$ cat src/rtl/rxdma_pkg.sv
package rxdma_pkg;
  typedef enum logic {BUF_A = 1'b0, BUF_B = 1'b1} buf_e;

  // Saved-count code: bit2 = repeated deassertion, bit1 = valid, bit0 = buffer
  function automatic logic [2:0] ssel_next(input logic [2:0] prior, input buf_e b);
    return {prior != 3'd0, 1'b1, b == BUF_B};
  endfunction
endpackage

$ cat src/rtl/rxdma_buf.sv
module rxdma_buf #(
  parameter int AW = 16,
  parameter int CW = 8
) (
  input  logic          clk,
  input  logic          rst_n,
  input  logic          clr,
  input  logic          arm,
  input  logic [AW-1:0] base_in,
  input  logic [CW-1:0] len_in,
  input  logic          wr,
  input  logic          frm_in,
  input  logic          par_in,
  input  logic          ovf_in,
  output logic          busy,
  output logic          loaded,
  output logic          last,
  output logic [AW-1:0] addr,
  output logic [CW-1:0] cnt,
  output logic          frm,
  output logic          par,
  output logic          ovf
);
  logic [AW-1:0] base_q;
  logic [CW-1:0] len_q;

  function automatic logic [AW-1:0] addr_of(input logic [AW-1:0] b, input logic [CW-1:0] c);
    return b + AW'(c);
  endfunction

  function automatic logic is_final(input logic [CW-1:0] c, input logic [CW-1:0] l);
    return CW'(c + 1'b1) == l;
  endfunction

  assign loaded = arm && !busy && (len_in != '0) && !clr;
  assign last   = wr && is_final(cnt, len_q);
  assign addr   = addr_of(base_q, cnt);

  always_ff @(posedge clk) begin
    if (!rst_n || clr) begin
      busy   <= 1'b0;
      cnt    <= '0;
      frm    <= 1'b0;
      par    <= 1'b0;
      ovf    <= 1'b0;
      base_q <= '0;
      len_q  <= '0;
    end else if (loaded) begin
      busy   <= 1'b1;
      cnt    <= '0;
      frm    <= 1'b0;
      par    <= 1'b0;
      ovf    <= 1'b0;
      base_q <= base_in;
      len_q  <= len_in;
    end else begin
      if (wr) begin
        cnt  <= CW'(cnt + 1'b1);
        busy <= !last;
        frm  <= frm | frm_in;
        par  <= par | par_in;
      end
      if (ovf_in) ovf <= 1'b1;
    end
  end
endmodule

$ cat src/rtl/rxdma_ssel.sv
module rxdma_ssel #(
  parameter int CW = 8
) (
  input  logic              clk,
  input  logic              rst_n,
  input  logic              clr,
  input  logic              spi_mode,
  input  logic              ssel_n,
  input  logic              any_load,
  input  rxdma_pkg::buf_e   act_buf,
  input  logic [CW-1:0]     act_cnt,
  output logic              deassert_evt,
  output logic [2:0]        code,
  output logic [CW-1:0]     saved
);
  import rxdma_pkg::*;
  logic prev_q;

  assign deassert_evt = spi_mode && ssel_n && !prev_q;

  always_ff @(posedge clk) begin
    if (!rst_n) prev_q <= 1'b1;
    else        prev_q <= ssel_n;
  end

  always_ff @(posedge clk) begin
    if (!rst_n || clr) begin
      code  <= 3'd0;
      saved <= '0;
    end else if (deassert_evt) begin
      code  <= ssel_next(any_load ? 3'd0 : code, act_buf);
      saved <= act_cnt;
    end else if (any_load) begin
      code  <= 3'd0;
    end
  end
endmodule

$ cat src/rtl/rx_pingpong_dma.sv
module rx_pingpong_dma #(
  parameter int AW = 16,
  parameter int CW = 8
) (
  input  logic          clk,
  input  logic          rst_n,
  input  logic          dma_reset,
  input  logic          spi_mode,
  input  logic          arm_a,
  input  logic          arm_b,
  input  logic [AW-1:0] a_base,
  input  logic [CW-1:0] a_len,
  input  logic [AW-1:0] b_base,
  input  logic [CW-1:0] b_len,
  input  logic          fifo_valid,
  input  logic [7:0]    fifo_data,
  input  logic          fifo_frame_err,
  input  logic          fifo_parity_err,
  input  logic          fifo_ovf,
  input  logic          ssel_n,
  output logic          fifo_pop,
  output logic          mem_we,
  output logic [AW-1:0] mem_addr,
  output logic [7:0]    mem_wdata,
  output logic          load_a,
  output logic          load_b,
  output logic          frm_a,
  output logic          frm_b,
  output logic          par_a,
  output logic          par_b,
  output logic          ovf_a,
  output logic          ovf_b,
  output logic [2:0]    ssel_state,
  output logic [CW-1:0] saved_count
);
  import rxdma_pkg::*;
  localparam int NBUF = 2;

  // Per-buffer views, index 0 = A, 1 = B
  logic [NBUF-1:0]         arm_v, busy_v, loaded_v, last_v, wr_v, ovf_in_v;
  logic [NBUF-1:0]         frm_v, par_v, ovf_v;
  logic [NBUF-1:0][AW-1:0] base_v, addr_v;
  logic [NBUF-1:0][CW-1:0] len_v, cnt_v;

  // Named internal events for the checker
  buf_e cur_q, lastw_q, sel_b, act_buf;
  logic any_busy, any_load, deassert_evt;

  assign arm_v  = {arm_b, arm_a};
  assign base_v = {b_base, a_base};
  assign len_v  = {b_len, a_len};

  assign any_busy = |busy_v;
  assign any_load = |loaded_v;

  // Stay on the current buffer while it is busy, else the other if busy
  always_comb begin
    if (busy_v[cur_q])        sel_b = cur_q;
    else if (busy_v[!cur_q])  sel_b = buf_e'(!cur_q);
    else                      sel_b = cur_q;
  end

  assign fifo_pop  = fifo_valid && any_busy;
  assign mem_we    = fifo_pop;
  assign mem_addr  = addr_v[sel_b];
  assign mem_wdata = fifo_data;
  assign act_buf   = any_busy ? sel_b : lastw_q;

  for (genvar i = 0; i < NBUF; i++) begin : g_buf
    assign wr_v[i]     = fifo_pop && (sel_b == buf_e'(i));
    assign ovf_in_v[i] = fifo_ovf && any_busy && (sel_b == buf_e'(i));

    rxdma_buf #(.AW(AW), .CW(CW)) u_buf (
      .clk    (clk),
      .rst_n  (rst_n),
      .clr    (dma_reset),
      .arm    (arm_v[i]),
      .base_in(base_v[i]),
      .len_in (len_v[i]),
      .wr     (wr_v[i]),
      .frm_in (fifo_frame_err),
      .par_in (fifo_parity_err),
      .ovf_in (ovf_in_v[i]),
      .busy   (busy_v[i]),
      .loaded (loaded_v[i]),
      .last   (last_v[i]),
      .addr   (addr_v[i]),
      .cnt    (cnt_v[i]),
      .frm    (frm_v[i]),
      .par    (par_v[i]),
      .ovf    (ovf_v[i])
    );
  end

  always_ff @(posedge clk) begin
    if (!rst_n || dma_reset) begin
      cur_q   <= BUF_A;
      lastw_q <= BUF_A;
    end else begin
      if (fifo_pop) lastw_q <= sel_b;
      if (!any_busy && any_load)
        cur_q <= loaded_v[0] ? BUF_A : BUF_B;
      else if (|last_v)
        cur_q <= buf_e'(!sel_b);
    end
  end

  rxdma_ssel #(.CW(CW)) u_ssel (
    .clk         (clk),
    .rst_n       (rst_n),
    .clr         (dma_reset),
    .spi_mode    (spi_mode),
    .ssel_n      (ssel_n),
    .any_load    (any_load),
    .act_buf     (act_buf),
    .act_cnt     (cnt_v[act_buf]),
    .deassert_evt(deassert_evt),
    .code        (ssel_state),
    .saved       (saved_count)
  );

  assign load_a = busy_v[0];
  assign load_b = busy_v[1];
  assign frm_a  = frm_v[0];
  assign frm_b  = frm_v[1];
  assign par_a  = par_v[0];
  assign par_b  = par_v[1];
  assign ovf_a  = ovf_v[0];
  assign ovf_b  = ovf_v[1];
endmodule

$ cat config.mk
export PLATFORM = sky130hd
export DESIGN_NAME = rx_pingpong_dma
export DESIGN_NICKNAME = d
export VERILOG_FILES = /design/src/rtl/rxdma_pkg.sv /design/src/rtl/rxdma_buf.sv /design/src/rtl/rxdma_ssel.sv /design/src/rtl/rx_pingpong_dma.sv
export SDC_FILE = /design/constraint.sdc
export NUM_CORES = 1
export LEC_CHECK = 0
export ABC_CLOCK_PERIOD_IN_PS = 3300
export BUFFER_PORTS_ARGS = -buffer_cell sky130_fd_sc_hd__buf_4
export CORE_MARGIN = 2
export CORE_UTILIZATION = 59
export CTS_CLUSTER_SIZE = 16
export DETAILED_ROUTE_END_ITERATION = 10
export GPL_ROUTABILITY_DRIVEN = 0
export PLACE_DENSITY = 0.94
export SLEW_MARGIN = 5
export SYNTH_ARGS = -nofsm -noshare
export SYNTH_HDL_FRONTEND = slang
export SYNTH_SLANG_ARGS = --single-unit
$ cat constraint.sdc
create_clock -name clk -period 3.3 [get_ports clk]
set_input_delay 0.495 -clock clk [delete_from_list [all_inputs] [get_ports clk]]
set_output_delay 0.495 -clock clk [all_outputs]
set_load 0.05 [all_outputs]
Word level (Yosys, flattened, before mapping)
Index checks and enable logic that the tools add are counted.
{ "op_classes": {"magnitude_cmp": 4, "bitwise_logic": 5, "reduce_logical": 39, "addsub": 4, "muxes": 20, "n_eq_ne": 2} }
{ "ops": {"columns": ["op", "n"], "rows": [
  ["16-bit by 8-bit adder with 16-bit output", 2],
  ["16-bit two-way mux", 2],
  ["1-bit logical AND", 17],
  ["8-bit by 1-bit adder with 8-bit output, second input constant", 2],
  ["8-bit == test", 2],
  ["8-bit two-way mux", 2],
  ["8-bit nonzero test", 2],
  ["1-bit two-way mux", 14],
  ["1-bit zero test", 10],
  ["2-bit OR reduction", 5],
  ["1-bit by 2-bit less-than comparator with 1-bit output, second input constant", 4],
  ["3-bit two-way mux", 2],
  ["2-bit nonzero test", 3],
  ["1-bit OR", 4],
  ["3-bit nonzero test", 1],
  ["1-bit logical OR", 1],
  ["1-bit inverter", 1]
]} }
{ "word_totals": {"input_bits": 67, "wordCells": 93, "ff_bits": 86} }

Longest topological paths before layout
{ "logic_depth": {"word_depth": 11, "mapped_depth": 8, "mapped_depth_nobuf": 8} }

Cells and area by module
A second synthesis with hierarchy kept.
{ "hier_totals": {"cells_unflattened": 633, "area_unflattened_um2": 5322.6} }
{ "modules_own_cells": {"columns": ["module", "instances", "area_per_inst_um2", "cells_each"], "rows": [
  ["rxdma_buf", 2, 2084.5, 259],
  ["rx_pingpong_dma", 1, 590.6, 64],
  ["rxdma_ssel", 1, 563.0, 51]
]} }

Least setup slack after synthesis
No wires, ideal clock.
{ "synth_path": {"kind": "register to output", "start": "reg g_buf[0].u_buf.cnt[1]", "end": "out mem_addr[11]", "stages_incl_launch_ff": 8, "arrival_ps": 3012, "slack_ps": -207, "path_buffers": 0, "cell_sequence": "dfxtp_1 > ha_1 > a21o_1 > a21oi_1 > o21ai_0 > a41oi_2 > and4b_1 > a221oi_1"} }
{ "synth_between": {"elab_chain_cells": 3} }
{ "synth_lines": {"columns": ["item", "line", "source"], "rows": [
  ["start, declared", "rxdma_buf.sv:19", "output logic [CW-1:0] cnt,"],
  ["start signal, assigned", "rxdma_buf.sv:58", "cnt <= CW'(cnt + 1'b1);"],
  ["16-bit by 8-bit adder with 16-bit output", "rxdma_buf.sv:28", "return b + AW'(c);"],
  ["16-bit two-way mux (implied by the code) (2 in a row)", "rx_pingpong_dma.sv:65", "assign mem_addr = addr_v[sel_b];"],
  ["end, declared", "rx_pingpong_dma.sv:23", "output logic [AW-1:0] mem_addr,"]
]} }
Every way passes these cells. The select of a mux whose other input is x is not followed.

Worst setup path in the final report
{ "layout_path": {"start": "reg g_buf[1].u_buf.cnt[0]", "end": "out mem_addr[10]"} }
{ "layout_between": {"elab_chain_cells": 3} }
{ "layout_lines": {"columns": ["item", "line"], "rows": [
  ["start, declared", "rxdma_buf.sv:19"],
  ["start signal, assigned", "rxdma_buf.sv:58"],
  ["16-bit by 8-bit adder with 16-bit output", "rxdma_buf.sv:28"],
  ["16-bit two-way mux (implied by the code) (2 in a row)", "rx_pingpong_dma.sv:65"]
]} }
Every way passes these cells. The select of a mux whose other input is x is not followed.

==> results by group <==
Outcome
  • Run status: finished, violations left
  • Failing checks: negative setup slack

CTS
  • H-tree depth: 3
  • TritonCTS Sinks: 86
  • Clk_lat worst skew: 0.38 ns
  • CTS Hold Buffers Added: 0
  • CTS tree: yes
  • Max Root-Sink Buffers: 2
  • Root buf cell: clkbuf_8
  • Clk slew on worst S/H paths: 0.10 ns
  • CTS buffer count: 9

Final layout
  • Layout cells sized above 1: 23.1%
  • Most frequent cells in the layout: buf_4, nor2_1, dfxtp_1
  • Synth-to-Final Area Change: 19.2%
  • Final Cell Area: 6000 um^2
  • Commonest non-fill, non-tap cell in the layout: buf_4
  • Nets: 749
  • ANT cells: 0
  • Final cell count without fillers: 772
  • Fill cell count: 567

Setup path
  • Largest stage delay, worst path: 0.43 ns
  • Buf/Inv on CP: 1
  • R2R Setup Slk: 1.15 ns
  • Worst path top cell family by delay: compound AO/OA/AOI/OAI gates
  • Crit-path max FO: 9
  • Critical path required time: 2.80 ns
  • Worst r2r path cells: 6
  • Cells along the critical path: ha_2, fa_2, a21oi_2, o21ai_2, a2111oi_4, nor4_1, xnor2_1, mux2i_1, buf_4
  • Arr. time, crit path: 2.81 ns
  • RR Startpoint: cur_q
  • RR Endpoint: cur_q
  • Element type at the critical path end: output pin
  • WS Path Type: flop to output pin
  • CP max-delay cell: a2111oi_4
  • Startpoint Class: flop

Route
  • Vias per cell: 6.20
  • Post-DRT Antenna Nets: 0
  • # DRC: 0
  • Drt pass-1 iters: 5
  • Starting DRT DRC Count: 387
  • Via count: 4789
  • Routed wire length: 14100 um
  • WL/cell: 18.3 um

Power
  • Worst VDD drop: 0.000240 V
  • Clock power frac: 36.6%
  • Sw frac: 28.0%
  • Internal Pwr Total: 1.56 mW
  • Reg power frac: 49.5%
  • Cell Pwr Density: 361 nW/um^2
  • Leak pwr: 2.42 nW
  • Logic pwr share: 13.9%
  • Net Switching: 0.607 mW

Timing
  • Final worst slack: -0.00127 ns
  • Slew HR: 59.3%
  • Max Clk Rate: 303 MHz
  • Total negative slack: -0.00127 ns
  • Final Setup Violations: 1
  • Final Hold Fails: 0
  • Final Skew: 0.0130 ns
  • Max Slew Vio Count: 0
  • Worst slew pin tran: 0.605 ns
  • Tcrit/Tclk final: 100%
  • Hold slack final: 0.295 ns
  • Period minus WS final: 3.30 ns

Logic synthesis
  • Number of synthesis warnings: 0
  • Avg Cell Area, Syn: 8.54 um^2
  • Async set-reset flop share out of synthesis: 0%
  • Synth Instances: 590
  • #FFs+latches synth: 86
  • Syn Nets: 677
  • Post-synth EDFFs: 0
  • Netlist Area Pre-Place: 5040 um^2
  • Main flop type after synthesis: dfxtp_1
  • Yosys cell types: 63
  • Sequential element share of the synthesized area: 34.2%

GRT
  • GRT Util Overall: 30.1%
  • Pin count of the biggest net entering global routing: 41
  • GRT overflow: 0
  • First-pass GRT wire length: 21600 um
  • Antenna violations before repair: 0
  • Vias in the first global route: 4525

Floorplan
  • Rows: 33
  • Die Wd: 96.4 um
  • CORE AREA: 8260 um^2
  • Ports: 112
  • Initial Util: 61.0%
  • Die area: 9290 um^2
  • Die Ht: 96.4 um

Run
  • Number of max-cap violations: 0

Hold path
  • Hold Path End: u_ssel.prev_q
  • Hold path cells: 2
  • HP Class: input pin to flop
  • Hold Startpoint: ssel_n

Placed design
  • Placed cells: 754
  • DP HPWL: 9890 um
  • Area after DPL: 5720 um^2
  • Pre-CTS setup slack: 0.233 ns
  • Input/output buffers: 95
metal layers:
| metal | up-vias | share of wire, % | global-route usage [%] |
|---|---|---|---|
| li1 | 2189 | - | - |
| met1 | 2235 | 39 | 37.7 |
| met2 | 300 | 48 | 50.8 |
| met3 | 65 | 8.7 | 4.58 |
| met4 | 0 | 4.7 | 14.2 |
| met5 | - | 0 | 0 |
power by group through the flow:
stage	logic (mW)	registers, mW	clock network (mW)
final	0.302	1.07	0.792
after global routing	0.319	1.07	0.836
after CTS	0.297	1.07	0.786
after detailed placement	0.295	1.10	0
after global placement	0.286	1.09	0
after floorplan	0.204	1.10	0
Yosys cell counts, drive strengths merged, types with 3 or more instances:
cell type / n / area share, %
nor4: 7 / 0.99
xnor2: 22 / 3.8
a21oi: 33 / 3.3
a31oi: 7 / 0.87
clkbuf: 14 / 1.2
o21a: 6 / 0.89
nand3: 13 / 1.3
nor3b: 3 / 0.45
and3: 9 / 1.2
xor2: 29 / 5.0
mux2i: 58 / 12
nor2: 104 / 7.8
a21boi: 4 / 0.67
nor3: 5 / 0.50
inv: 14 / 1.0
nor2b: 7 / 0.87
buf: 31 / 4.2
nand2: 33 / 2.5
o21ai: 13 / 1.3
or3: 3 / 0.37
and2: 3 / 0.37
a211oi: 13 / 1.9
a21o: 6 / 0.89
o211ai: 3 / 0.45
ha: 18 / 4.5
dfxtp: 86 / 34
nand2b: 8 / 0.99
nand4: 11 / 1.5
worst reg2reg max path, stage by stage, from the launching register on:
cell      delay [ns]
dfxtp_1         0.48
nand2b_1        0.21
and3_1          0.44
nand4_2         0.14
nor4_2          0.46
a211oi_1        0.16
mux2i_1         0.15
area by class of cell:
type                            count  area, um^2  area share [%]
Inverter                           14        52.6           0.875
Clock buffer                       10         138            2.29
Tap cell                          105         131            2.19
Multi-Input combinational cell    445        3090            51.4
Timing Repair Buffer              106         796            13.3
Sequential cell                    86        1730            28.8
Clock inverter                      6        68.8            1.15
worst max path at each step:
stage                           from      endpoint  slack [ns]  depth (start not counted)
2_1_floorplan    g_buf[1].u_buf.busy   mem_addr[9]        0.04                          7
3_3_place_gp   g_buf[1].u_buf.cnt[0]  mem_addr[14]        0.36                          9
3_5_place_dp   g_buf[1].u_buf.cnt[0]  mem_addr[14]        0.23                          9
4_1_cts        g_buf[1].u_buf.cnt[0]  mem_addr[14]        0.02                          9
5_1_grt        g_buf[1].u_buf.cnt[0]  mem_addr[14]       -0.09                          9
6_report       g_buf[1].u_buf.cnt[0]  mem_addr[10]      -0.001                          9
logic make-up (layout without fill, tap and decap cells):
logic type,after synthesis,count (layout),synth area share [%]
and+or+nand+nor,214,214,20.1
AOI/OAI and AO/OA,102,102,13.6
DFF,86,86,34.2
buffers and inverters,59,136,6.46
muxes,58,58,11.5
xor gates and xnor gates,51,51,8.87
adders and majority gates,20,20,5.27
registers in the layout, summed over array words and instances, names as in the netlist, 2 cells and up:
signal and flops:
g_buf.u_buf.base_q 32, g_buf.u_buf.cnt 16, g_buf.u_buf.len_q 16, u_ssel.saved 8, u_ssel.code 3, g_buf.u_buf.busy 2, g_buf.u_buf.frm 2, g_buf.u_buf.ovf 2
g_buf.u_buf.par 2
per-stage QoR:
| stage | utilization (%) | power (mW) |
|---|---|---|
| floorplan | - | 1.30 |
| CTS | 72.0 | 2.16 |
| finish | 72.7 | 2.17 |
| detailed placement | 69.3 | 1.39 |
| global placement | 69.3 | 1.38 |
| global route | 72.7 | 2.23 |
repair_timing:
item	4_1_cts	5_1_grt
endpoints found under the setup margin	5	6
gates resized for setup	5	13
pin swaps	1	5
setup buffers	0	2
No activity file was read; power rests on OpenSTA's default activity.
